## src/rtl/psimd_pkg.sv

```systemverilog
// Shared encodings for the packed add/subtract unit.
// Assumes two-bit operation and mode codes as listed in the brief.
package psimd_pkg;

    typedef enum logic [1:0] {
        OP_ADD = 2'b00,
        OP_SUB = 2'b01,
        OP_XAS = 2'b10,
        OP_XSA = 2'b11
    } op_e;

    typedef enum logic [1:0] {
        MD_WRAP = 2'b00,
        MD_HALF = 2'b01,
        MD_SAT  = 2'b10,
        MD_RSV  = 2'b11
    } mode_e;

    localparam logic [1:0] WC_B8  = 2'b00;
    localparam logic [1:0] WC_H16 = 2'b01;

    // Decide whether a lane subtracts, given the op and the lane's parity.
    function automatic logic lane_subtracts(op_e op, logic odd_lane);
        case (op)
            OP_SUB:  return 1'b1;
            OP_XAS:  return !odd_lane;
            OP_XSA:  return odd_lane;
            default: return 1'b0;
        endcase
    endfunction

endpackage

```

## src/rtl/psimd_lane.sv

```systemverilog
// One arithmetic lane of width W.
// Extends both operands by two bits, so a single adder result serves wrap,
// halving (shift of a W+1 bit value) and clamp detection. Purely combinational.
module psimd_lane
    import psimd_pkg::*;
#(
    parameter int W = 8
) (
    input  logic [W-1:0] a,
    input  logic [W-1:0] b,
    input  logic         sub,
    input  logic         sgn,
    input  mode_e        mode,
    output logic [W-1:0] res,
    output logic         clamp
);
    localparam int XW = W + 2;

    logic [XW-1:0] ea, eb, sum;
    logic          over_hi, over_lo;
    logic [W-1:0]  lim_hi, lim_lo;

    // Extend operands by sign or zero and form the exact sum or difference.
    always_comb begin
        ea  = sgn ? {{2{a[W-1]}}, a} : {2'b00, a};
        eb  = sgn ? {{2{b[W-1]}}, b} : {2'b00, b};
        sum = sub ? (ea - eb) : (ea + eb);
    end

    // Detect results outside the lane range, and pick the clamp limits.
    always_comb begin
        if (sgn) begin
            over_hi = !sum[W] &&  sum[W-1];
            over_lo =  sum[W] && !sum[W-1];
            lim_hi  = {1'b0, {(W-1){1'b1}}};
            lim_lo  = {1'b1, {(W-1){1'b0}}};
        end else begin
            over_lo = sum[W+1];
            over_hi = !sum[W+1] && sum[W];
            lim_hi  = {W{1'b1}};
            lim_lo  = {W{1'b0}};
        end
    end

    // Choose the lane output for the selected mode.
    always_comb begin
        clamp = 1'b0;
        case (mode)
            MD_HALF: res = sum[W:1];
            MD_SAT: begin
                if (over_hi) begin
                    res   = lim_hi;
                    clamp = 1'b1;
                end else if (over_lo) begin
                    res   = lim_lo;
                    clamp = 1'b1;
                end else begin
                    res   = sum[W-1:0];
                end
            end
            default: res = sum[W-1:0];
        endcase
    end

endmodule

```

## src/rtl/psimd_lanes.sv

```systemverilog
// A row of XLEN/W lanes of one width.
// Does the crossed operand pairing (lane i takes b from lane i^1) and picks
// add or subtract per lane. Assumes XLEN/W is even.
module psimd_lanes
    import psimd_pkg::*;
#(
    parameter int XLEN = 64,
    parameter int W    = 8
) (
    input  logic [XLEN-1:0] a,
    input  logic [XLEN-1:0] b,
    input  op_e             op,
    input  mode_e           mode,
    input  logic            sgn,
    output logic [XLEN-1:0] res,
    output logic [XLEN/W-1:0] clamp
);
    localparam int NL = XLEN / W;

    logic crossed;

    // Crossed ops take the second operand from the partner lane.
    always_comb crossed = (op == OP_XAS) || (op == OP_XSA);

    for (genvar i = 0; i < NL; i++) begin : g_lane
        localparam int  PARTNER = i ^ 1;
        localparam bit  ODD     = (i % 2) == 1;
        logic [W-1:0] b_pick;
        logic         do_sub;

        // Route the operand and operation for this lane.
        always_comb begin
            b_pick = crossed ? b[PARTNER*W +: W] : b[i*W +: W];
            do_sub = lane_subtracts(op, ODD);
        end

        psimd_lane #(.W(W)) u_lane (
            .a     (a[i*W +: W]),
            .b     (b_pick),
            .sub   (do_sub),
            .sgn   (sgn),
            .mode  (mode),
            .res   (res[i*W +: W]),
            .clamp (clamp[i])
        );
    end

endmodule

```

## src/rtl/psimd_addsub.sv

```systemverilog
// Packed sub-word add/subtract unit with a registered result.
// Both lane rows work in parallel, and the width code selects one of them.
// Half-width operation masks off the upper half. Reserved width codes give zero.
// Synchronous active-low reset.
module psimd_addsub
    import psimd_pkg::*;
#(
    parameter int XLEN = 64
) (
    input  logic              clk,
    input  logic              rst_n,
    input  logic              in_valid,
    input  logic [XLEN-1:0]   opa,
    input  logic [XLEN-1:0]   opb,
    input  logic [1:0]        width_code,
    input  logic [1:0]        op_code,
    input  logic [1:0]        mode_code,
    input  logic              is_signed,
    input  logic              half_sel,
    output logic              out_valid,
    output logic [XLEN-1:0]   result,
    output logic [XLEN/8-1:0] sat_lane,
    output logic [XLEN/8-1:0] sat_sticky
);
    localparam int NB = XLEN / 8;
    localparam int NH = XLEN / 16;

    op_e              op;
    mode_e            mode;
    logic [XLEN-1:0]  res_b, res_h, res_sel, res_mask, res_nxt;
    logic [NB-1:0]    clp_b, flg_h, flg_sel, flg_mask, flg_nxt;
    logic [NH-1:0]    clp_h;

    // Decode the control codes into the package types.
    always_comb begin
        op   = op_e'(op_code);
        mode = mode_e'(mode_code);
    end

    psimd_lanes #(.XLEN(XLEN), .W(8)) u_bytes (
        .a(opa), .b(opb), .op(op), .mode(mode), .sgn(is_signed),
        .res(res_b), .clamp(clp_b)
    );

    psimd_lanes #(.XLEN(XLEN), .W(16)) u_halves (
        .a(opa), .b(opb), .op(op), .mode(mode), .sgn(is_signed),
        .res(res_h), .clamp(clp_h)
    );

    // Spread each 16-bit lane's clamp flag over its two byte positions.
    for (genvar j = 0; j < NH; j++) begin : g_hflag
        always_comb flg_h[2*j +: 2] = {2{clp_h[j]}};
    end

    // Select the lane row by width code and apply the half-width mask.
    always_comb begin
        res_mask = half_sel ? {{(XLEN/2){1'b0}}, {(XLEN/2){1'b1}}} : {XLEN{1'b1}};
        flg_mask = half_sel ? {{(NB/2){1'b0}}, {(NB/2){1'b1}}}     : {NB{1'b1}};
        case (width_code)
            WC_B8: begin
                res_sel = res_b;
                flg_sel = clp_b;
            end
            WC_H16: begin
                res_sel = res_h;
                flg_sel = flg_h;
            end
            default: begin
                res_sel = '0;
                flg_sel = '0;
            end
        endcase
        res_nxt = res_sel & res_mask;
        flg_nxt = flg_sel & flg_mask;
    end

    // Register the result and flags, and accumulate the sticky clamp record.
    always_ff @(posedge clk) begin
        if (!rst_n) begin
            out_valid  <= 1'b0;
            result     <= '0;
            sat_lane   <= '0;
            sat_sticky <= '0;
        end else begin
            out_valid <= in_valid;
            if (in_valid) begin
                result     <= res_nxt;
                sat_lane   <= flg_nxt;
                sat_sticky <= sat_sticky | flg_nxt;
            end
        end
    end

endmodule

```

## config.mk

```make
export PLATFORM = sky130hd
export DESIGN_NAME = psimd_addsub
export DESIGN_NICKNAME = d
export VERILOG_FILES = /design/src/rtl/psimd_pkg.sv /design/src/rtl/psimd_lane.sv /design/src/rtl/psimd_lanes.sv /design/src/rtl/psimd_addsub.sv
export SDC_FILE = /design/constraint.sdc
export NUM_CORES = 1
export LEC_CHECK = 0
export BUFFER_PORTS_ARGS = -buffer_cell sky130_fd_sc_hd__buf_4
export CELL_PAD_IN_SITES_DETAIL_PLACEMENT = 0
export CELL_PAD_IN_SITES_GLOBAL_PLACEMENT = 1
export CORE_AREA = 5 5 179 268
export CTS_CLUSTER_SIZE = 12
export DETAILED_ROUTE_END_ITERATION = 8
export DIE_AREA = 0 0 184 273
export GPL_ROUTABILITY_DRIVEN = 0
export PLACE_DENSITY_LB_ADDON = 0.1
export RECOVER_POWER = 50
export REMOVE_ABC_BUFFERS = 1
export SLEW_MARGIN = 20
export SYNTH_ARGS = -nofsm -noshare
export SYNTH_HDL_FRONTEND = slang
export SYNTH_SLANG_ARGS = --single-unit
```

## constraint.sdc

```tcl
create_clock -name clk -period 7.1 [get_ports clk]
set_input_delay 1.42 -clock clk [delete_from_list [all_inputs] [get_ports clk]]
set_output_delay 1.42 -clock clk [all_outputs]
set_load 0.01 [all_outputs]
```

==> flow_metrics.tcl, run 1 <==
set metrics [dict create \
    status "finished, violations left" \
    violations "max-capacitance violations, max-slew violations" \
    nNetsFinal 3118 \
    antenna_found_initial 0 \
    netlist.area_leader.share_pct 11.2 \
    placedCellCount 3387 \
    cts_tree "yes" \
    muxShareOfSynthArea_pct 1.32 \
    drive_gt1_share_pct 9.99 \
    dp.final_hpwl_mm 71.2 \
    wire_per_inst_um 25.6 \
    clockBufferDepth 2 \
    drtAntennaViolNets 0 \
    pre_cts_ws_ns 0.392 \
    synth_cell_types 88 \
    worstMarginPinSlew_ns 1.83 \
    fin_crit_ns 6.51 \
    synth_top_family_by_area "compound AO/OA/AOI/OAI gates" \
    synth_edf_count 0 \
    yosys.area.top_type "ha_1" \
    ir_drop_uv 114 \
    skew_ns 0 \
    setup_ws_ns 0.594 \
    grt_pass1_vias 21100 \
    hold_viol 0 \
    yosysWarnings 0 \
    arrival_ns 6.82 \
    fin_crit_sh_pct 91.6 \
    postSynthAreaPerCell_sq_um 6.61 \
    critPathKind "input pin to flip-flop" \
    yosys-top-cells-area "ha_1, dfxtp_1, nand2_1" \
    multi_input_area_sq_um 15100 \
    synthArstFlopShare_pct 0 \
    vias_per_cell 6.35 \
    htreeDepth 3 \
    setup_violations 0 \
    slew_headroom_pct -21.9 \
    critPathMaxFanout 22 \
    instances_no_fill 3403 \
    die_h_um 273 \
    grt_max_degree 67 \
    synth-seq-area-share_pct 9.27 \
    syn2layout_area_growth_pct 13.3 \
    drt_pass1_iterations 8 \
    drc 0 \
    syn_area_sq_um 17500 \
    grt_use_total_pct 33.1 \
    first_iter_violations 1773 \
    rsz0062_at_grt "no" \
    regArea_sq_um 1620 \
    clkLatencyLatePin_ns 0.36 \
    synth-compound-area-share_pct 32.9 \
    clk_pin_slew_ns 0.07 \
    synth_seq_cells 81 \
    start_util_pct 38.5 \
    cp-end-kind "flip-flop" \
    cap_violations 1 \
    core_area_sq_um 45400 \
    die_w_um 184 \
    root_buffer "clkbuf_16" \
    postCtsSetupBuffers 0 \
    yosys.area_share.simple_pct 27.6 \
    fmax_mhz 154 \
    synthTopCellsByCount "nand2_1, nor2_1, a21oi_1, o21ai_0, ha_1" \
    grt_pass1_wl_mm 128 \
    numCtsBuffers 9 \
    power_density_nw_per_um2 204 \
    synthAdderAreaFrac_pct 12.8 \
    synthCells 2645 \
    hold_buffers 0 \
    die_area_sq_um 50200 \
    final_util_pct 43.7 \
    setup_tns_ns 0 \
    ios 220 \
    required_ns 7.41 \
    portBuffers 219 \
    slew_violations 37 \
    cp-start-kind "input pin" \
    num-fill-cells 4973 \
    synth_xor_xnor_area_share_pct 11.2 \
    hold_class "flip-flop to flip-flop" \
    cts_resized 0 \
    wl_mm 87.0 \
    cts.sinks 81 \
    fp-row-count 96 \
    ys.flop_type "dfxtp_1" \
    vias 21600 \
    overflow 0 \
    synth_most_common_cell "nand2_1" \
    p_leak_uw 0.00854 \
]
[layer usage]
| metal | up-vias | share of wire (%) | wire, um | global-route usage [%] |
|---|---|---|---|---|
| met3 | 365 | 5.6 | 4900 | 3.44 |
| met4 | 0 | 9.6 | 8380 | 25.6 |
| met1 | 10100 | 35 | 30800 | 35.3 |
| met2 | 1164 | 49 | 43000 | 59.0 |
| li1 | 9980 | - | - | - |
| met5 | - | 0 | 0 | 0 |
[registers in the layout, indices dropped and copies added, names as in the netlist]
signal and flops:
sat_lane 8, out_valid 1, result 64, sat_sticky 8
[power breakdown]
| part | switching (uW) | internal, uW |
|---|---|---|
| Clock | 224 | 269 |
| Combinational | 1910 | 1130 |
| Sequential | 26.4 | 485 |
[worst max-delay path: stages]
cell and delay, ns:
buf_4 0.12, inv_1 0.05, ha_2 0.23, nor2_4 0.11, buf_12 0.19, nor3_1 0.63
o21ai_0 0.29, nor2_1 0.14, o21ai_0 0.13, o21a_1 0.26, a21oi_1 0.25, nand2_1 0.11
xnor2_1 0.14, ha_1 0.39, and3_1 0.24, o2111a_1 0.20, a31oi_1 0.12, xnor2_1 0.58
nor2_1 0.11, a221o_1 0.50, nand2b_1 0.23, a21oi_1 0.16, o221a_2 0.20
[through the flow]
step	total power (uW)	hold slack (ns)	area [sq um]
final	4040	0.447	19800
after global routing	4310	0.468	19800
after CTS	4000	0.450	20100
after detailed placement	3500	0.441	19800
after global placement	3480	0.432	19800
after floorplan	2540	0.467	17000
[placed cells by master (no fill, tap or decap), types with 9 or more instances in the layout]
cell type,n
nor3_1,104
a31oi_1,34
nor2_1,241
o2111ai_1,11
or2_2,9
fa_1,12
a22oi_1,26
o21ai_0,208
clkbuf_1,81
o211ai_1,31
dfxtp_1,81
a211o_1,10
a221oi_1,19
buf_4,197
o31a_1,17
o21a_1,64
o31ai_1,36
ha_1,156
mux2i_1,14
a21o_1,39
or3_1,20
xor2_1,112
or3b_2,11
nand2b_1,38
nand2_1,421
and3_1,14
inv_1,82
nor4_1,25
and2_1,33
a31o_2,9
clkbuf_16,9
a21oi_1,217
a211oi_1,20
o21bai_1,16
nor2b_1,38
o22ai_1,14
xnor2_1,111
nand3_1,63
[cells by family after synthesis]
| logic type | after synthesis |
|---|---|
| compound gates | 880 |
| xor+xnor | 223 |
| fa+ha+maj | 173 |
| buf+inv | 211 |
| flops | 81 |
| mux | 22 |
| simple gates | 1055 |
[worst paths after layout]
| check | from | end | slack, ns | cells past startpoint |
|---|---|---|---|---|
| min | sat_sticky[2]$_SDFFE_PN0P_ | sat_sticky[2]$_SDFFE_PN0P_ | 0.45 | 2 |
| max reg2reg | result[45]$_SDFFE_PN0P_ | result[45]$_SDFFE_PN0P_ | 5.91 | 4 |
| min reg2reg | sat_sticky[2]$_SDFFE_PN0P_ | sat_sticky[2]$_SDFFE_PN0P_ | 0.45 | 2 |
| max | op_code[0] | result[45]$_SDFFE_PN0P_ | 0.59 | 23 |
[area by class of cell]
class	instances	share of cell area [%]
repair buffers	279	9.09
multi-input cells	2353	75.9
well taps	588	3.71
diodes	1	0.0126
clock buffers	9	1.14
inverters	86	1.63
clock inverters	6	0.303
flip-flops and latches	81	8.18
Note: power is estimated with default switching activity, not from simulation.
==> run 2, diff against run 1 <==
Settings changed: CORE_AREA 5 5 179 268 to 5 5 184 274, DIE_AREA 0 0 184 273 to 0 0 189 279, REMOVE_ABC_BUFFERS 1 to unset, SYNTH_HIERARCHICAL set to 1.
==> flow_metrics.tcl, run 2 <==
set metrics [dict create \
    status "complete, no violations" \
    overflow 0 \
    clockPowerShare_pct 12.7 \
    skew_ns 0 \
    largest_reg_flops 64 \
    portBuffers 219 \
    layout_common_cells "nor2_1, ha_1, buf_4, xnor2_1, inv_1" \
    min_from "sat_sticky[4]$_SDFFE_PN0P_" \
    combPwrFrac_pct 76.2 \
    grt_max_degree 65 \
    cts_tree "yes" \
    grt_pass1_wl_mm 105 \
    clkLatencyLatePin_ns 0.37 \
    p_switching_uw 2330 \
    diodes 0 \
    setup_tns_ns 0 \
    regMostFlops "result" \
    core_area_sq_um 47700 \
    setup_violations 0 \
    wire_per_inst_um 21.8 \
    worstMarginPinSlew_ns 1.17 \
    vias 19000 \
    slew_violations 0 \
    fp-row-count 98 \
    synthCells 2364 \
    whs_endpoint "sat_sticky[4]$_SDFFE_PN0P_" \
    yosys-top-cells-area "ha_1, mux2_4, dfxtp_1" \
    switching_share_pct 50.3 \
    synth_most_common_cell "nor2_1" \
    cts_resized 0 \
    synthTopCellsByCount "nor2_1, ha_1, xnor2_1, inv_1, a21oi_1" \
    drt_pass1_iterations 6 \
    holdPathStages 2 \
    first_iter_violations 878 \
    die_area_sq_um 52700 \
    drtAntennaViolNets 0 \
    root_buffer "clkbuf_16" \
    reg2reg_slack_ns 6.44 \
    rsz0062_at_grt "no" \
    hold_class "flip-flop to flip-flop" \
    final_util_pct 46.4 \
    cap_violations 0 \
    nNetsFinal 2849 \
    clk_pin_slew_ns 0.07 \
    postSynthAreaPerCell_sq_um 8.55 \
    start_util_pct 42.4 \
    arrival_ns 6.92 \
    power_density_nw_per_um2 209 \
    numCtsBuffers 9 \
    wl_mm 68.0 \
    antenna_found_initial 0 \
    fin_crit_ns 6.64 \
    drc 0 \
    die_h_um 279 \
    hold_buffers 0 \
    ys.flop_type "dfxtp_1" \
    p_leak_uw 0.00923 \
    ir_drop_uv 120 \
    cp-start-kind "input pin" \
    yosys.area.top_type "ha_1" \
    syn2layout_area_growth_pct 9.36 \
    fmax_mhz 151 \
    die_w_um 189 \
    reg2reg_depth 2 \
    critPathKind "input pin to flip-flop" \
    synthArstFlopShare_pct 0 \
    reg.largest.list "result x64, sat_lane x8, sat_sticky x8" \
    hold_viol 0 \
    critPathMaxFanout 20 \
    cts.sinks 81 \
    r2r_end "sat_sticky[7]$_SDFFE_PN0P_" \
    clockBufferDepth 2 \
    grt_use_total_pct 24.7 \
    required_ns 7.38 \
    seqPwrFrac_pct 11.0 \
    grt_pass1_vias 19200 \
    vias_per_cell 6.09 \
    p_int_uw 2300 \
    netlist.area_leader.share_pct 11.3 \
    synth_seq_cells 81 \
    synth_cell_types 120 \
    startpoint "op_code[0]" \
    htreeDepth 3 \
    fin_crit_sh_pct 93.6 \
    syn_area_sq_um 20200 \
    syn-num-nets 2697 \
    slew_headroom_pct 21.9 \
    synth-seq-area-share_pct 8.02 \
    drive_gt1_share_pct 21.4 \
    postCtsSetupBuffers 0 \
    ios 220 \
    cp-end-kind "flip-flop" \
    synth_edf_count 0 \
    yosysWarnings 6 \
    layout_commonest_cell "nor2_1" \
    dp.final_hpwl_mm 55.4 \
    r2r-start "sat_sticky[7]$_SDFFE_PN0P_" \
]
## run 2: cell count changes after synthesis, moves of 41 or more
| cell | change |
|---|---|
| nand2_1 | -332 |
| xnor2_1 | +52 |
| xor2_1 | -60 |
| inv_1 | +51 |
| o2bb2ai_2 | +50 |
| o221ai_1 | +41 |
| mux2_4 | +120 |
| mux2i_1 | +62 |
| clkbuf_1 | -65 |
| a21oi_1 | -92 |
| nor3_1 | -49 |
| o21ai_0 | -164 |
## run 2: logic make-up after synthesis
logic type	after synthesis	synth area share, %
simple gates	736	20.2
compound gates	682	29.7
buf+inv	240	6.47
xor+xnor	217	9.47
mux	214	13.7
fa+ha+maj	194	12.4
flops	81	8.02
## run 2: power groups by stage
stage,Clock [uW],Sequential (uW),Combinational (uW)
6_report,589,510,3530
5_1_grt,615,513,3840
4_1_cts,606,511,3550
3_5_place_dp,0,521,3540
3_3_place_gp,0,522,3510
2_1_floorplan,0,530,2670
## run 2: layer usage
layer | track usage (%) | share of wire [%]
met5 | 0 | 0
met4 | 9.50 | 3.8
met3 | 2.78 | 3.4
met2 | 49.0 | 54
met1 | 26.3 | 38
## run 2: final cells by class
cell class              instances  area (sq um)
multi-input cells            2043         17300
clock buffers                   9           225
clock inverters                 4          95.1
repair buffers                248          1610
well taps                     600           751
flip-flops and latches         81          1620
inverters                     133           499
fillers                      4843         25600
## run 2: worst max path at each step
stage	end	cells past startpoint
floorplan	result[10]$_SDFFE_PN0P_	21
global placement	result[58]$_SDFFE_PN0P_	22
detailed placement	result[58]$_SDFFE_PN0P_	22
CTS	result[58]$_SDFFE_PN0P_	22
global route	result[62]$_SDFFE_PN0P_	23
finish	result[58]$_SDFFE_PN0P_	23
## run 2: worst max-delay path, cell delays in order
cell       delay [ns]
buf_4            0.12
inv_1            0.05
ha_1             0.25
nor2_8           0.24
buf_12           0.20
buf_12           0.20
mux2_4           0.35
nor4_2           0.49
nand2_1          0.13
nor4_1           0.49
a21oi_1          0.17
xnor2_1          0.17
ha_1             0.40
nor2b_1          0.17
o21ai_0          0.14
nand2b_1         0.16
or3_1            0.46
a2111oi_0        0.60
o21ai_2          0.15
buf_12           0.17
o221ai_1         0.08
mux2i_1          0.13
o2bb2ai_1        0.17
## run 2: per-stage QoR
step	total power (uW)	setup slack, ns	area [sq um]	hold slack, ns	cells
after global routing	4970	0.0498	22100	0.483	3118
final	4620	0.456	22100	0.453	3118
after floorplan	3200	0.849	20200	0.474	2364
after detailed placement	4060	0.0927	22100	0.446	3104
after CTS	4670	0.489	22400	0.456	3117
after global placement	4030	0.209	22100	0.439	3104
==> run 3, diff against run 2 <==
Settings changed: RECOVER_POWER 50 to unset.
==> flow_metrics.tcl, run 3 (synthesis gave the netlist of run 2 again) <==
set metrics [dict create \
    worstMarginPinSlew_ns 1.08 \
    num-fill-cells 4744 \
    hold_buffers 0 \
    ir_drop_uv 120 \
    cp-end-kind "flip-flop" \
    r2r-start "sat_lane[1]$_SDFFE_PN0P_" \
    die_w_um 189 \
    arrival_ns 6.90 \
    overflow 0 \
    switching_share_pct 50.1 \
    critPathMaxFanout 20 \
    syn2layout_area_growth_pct 10.9 \
    hold_viol 0 \
    layout_commonest_cell "buf_4" \
    fin_crit_ns 6.62 \
    vias 19000 \
    cp-start-kind "input pin" \
    fp-row-count 98 \
    wire_per_inst_um 21.8 \
    hold_class "flip-flop to flip-flop" \
    ios 220 \
    holdPathStages 2 \
    met1_length_mm 26.1 \
    grt_pass1_vias 19200 \
    maxUsedRoutingLayer "met4" \
    drive_gt1_share_pct 24.6 \
    reg.largest.list "result x64, sat_lane x8, sat_sticky x8" \
    slew_violations 0 \
    critPathKind "input pin to flip-flop" \
    cap_violations 0 \
    cts_tree "yes" \
    fin_crit_sh_pct 93.2 \
    skew_ns 0 \
    start_util_pct 42.4 \
    reg2reg_depth 1 \
    layout_common_cells "buf_4, nor2_1, ha_1, xnor2_1, inv_1" \
    wl_mm 68.1 \
    die_area_sq_um 52700 \
    required_ns 7.38 \
    p_int_uw 2320 \
    reg2reg_slack_ns 6.45 \
    antenna_found_initial 0 \
    met2_length_mm 37.1 \
    p_leak_uw 0.00957 \
    diodes 0 \
    instances_no_fill 3118 \
    placedCellCount 3104 \
    vias_per_cell 6.09 \
    drtAntennaViolNets 0 \
    postCtsSetupBuffers 0 \
    r2r_end "sat_lane[1]$_SDFFE_PN0P_" \
    setup_tns_ns 0 \
    nNetsFinal 2849 \
    root_buffer "clkbuf_16" \
    grt_use_total_pct 24.7 \
    slew_headroom_pct 28.0 \
    portBuffers 219 \
    final_util_pct 47.0 \
    setup_violations 0 \
    core_area_sq_um 47700 \
    first_iter_violations 880 \
    regMostFlops "result" \
    numCtsBuffers 9 \
    p_switching_uw 2330 \
    htreeDepth 3 \
    grt_pass1_wl_mm 105 \
    clk_pin_slew_ns 0.07 \
    dp.final_hpwl_mm 55.4 \
    cts.sinks 81 \
    rsz0062_at_grt "no" \
    die_h_um 279 \
    grt_max_degree 65 \
    clockPowerShare_pct 12.6 \
    combPwrFrac_pct 76.4 \
    min_from "sat_sticky[4]$_SDFFE_PN0P_" \
    drt_pass1_iterations 6 \
    drc 0 \
    met3_length_mm 2.25 \
    clkLatencyLatePin_ns 0.37 \
    cts_resized 0 \
    fmax_mhz 151 \
    power_density_nw_per_um2 207 \
    seqPwrFrac_pct 11.0 \
    status "complete, no violations" \
    clockBufferDepth 2 \
    largest_reg_flops 64 \
    whs_endpoint "sat_sticky[4]$_SDFFE_PN0P_" \
]
[run 3: cell count changes in the layout (fill, tap and decap cells not counted)]
cell      previous run  this run
clkbuf_1            81         0
buf_4              163       244
[run 3: per-layer routing]
metal  track usage, %  up-vias
met5                0        -
met4             9.50        0
met3             2.78      114
met2             49.0      424
met1             26.3     9231
li1                 -     9233
[run 3: area by class of cell]
cell class	count	area (sq um)	share of cell area (%)
well taps	600	751	3.35
repair buffers	248	1910	8.53
multi-input cells	2043	17300	77.2
flip-flops and latches	81	1620	7.23
inverters	133	499	2.23
clock buffers	9	225	1.00
clock inverters	4	95.1	0.424
[run 3: worst max-delay path by stage]
stage                           from                      end  slack (ns)  depth (start not counted)
after global placement    op_code[0]  result[58]$_SDFFE_PN0P_        0.21                         22
after detailed placement  op_code[0]  result[58]$_SDFFE_PN0P_        0.09                         22
after global routing      op_code[0]  result[62]$_SDFFE_PN0P_        0.05                         23
after floorplan           op_code[0]  result[10]$_SDFFE_PN0P_        0.85                         21
final                     op_code[0]  result[58]$_SDFFE_PN0P_        0.48                         23
after CTS                 op_code[0]  result[58]$_SDFFE_PN0P_        0.49                         22
[run 3: power by group through the flow]
| stage | clock [uW] | sequential, uW | combinational [uW] |
|---|---|---|---|
| floorplan | 0 | 530 | 2670 |
| global route | 615 | 514 | 3870 |
| global placement | 0 | 522 | 3510 |
| CTS | 606 | 511 | 3550 |
| detailed placement | 0 | 521 | 3540 |
| finish | 588 | 511 | 3550 |
[run 3: stage by stage]
| stage | area (sq um) | power [uW] | setup slack [ns] | hold slack, ns |
|---|---|---|---|---|
| 4_1_cts | 22400 | 4670 | 0.489 | 0.456 |
| 6_report | 22400 | 4650 | 0.483 | 0.454 |
| 3_5_place_dp | 22100 | 4060 | 0.0927 | 0.446 |
| 3_3_place_gp | 22100 | 4030 | 0.209 | 0.439 |
| 5_1_grt | 22400 | 5000 | 0.0510 | 0.484 |
| 2_1_floorplan | 20200 | 3200 | 0.849 | 0.474 |
[run 3: worst max-delay path, stage by stage]
cell and delay, ns:
buf_4 0.12, inv_1 0.04, ha_1 0.25, nor2_8 0.24, buf_12 0.20, buf_12 0.20
mux2_4 0.34, nor4_2 0.50, nand2_1 0.13, nor4_1 0.49, a21oi_1 0.17, xnor2_1 0.17
ha_1 0.39, nor2b_1 0.17, o21ai_0 0.14, nand2b_1 0.17, or3_1 0.46, a2111oi_0 0.58
o21ai_2 0.15, buf_12 0.17, o221ai_1 0.08, mux2i_1 0.13, o2bb2ai_1 0.17
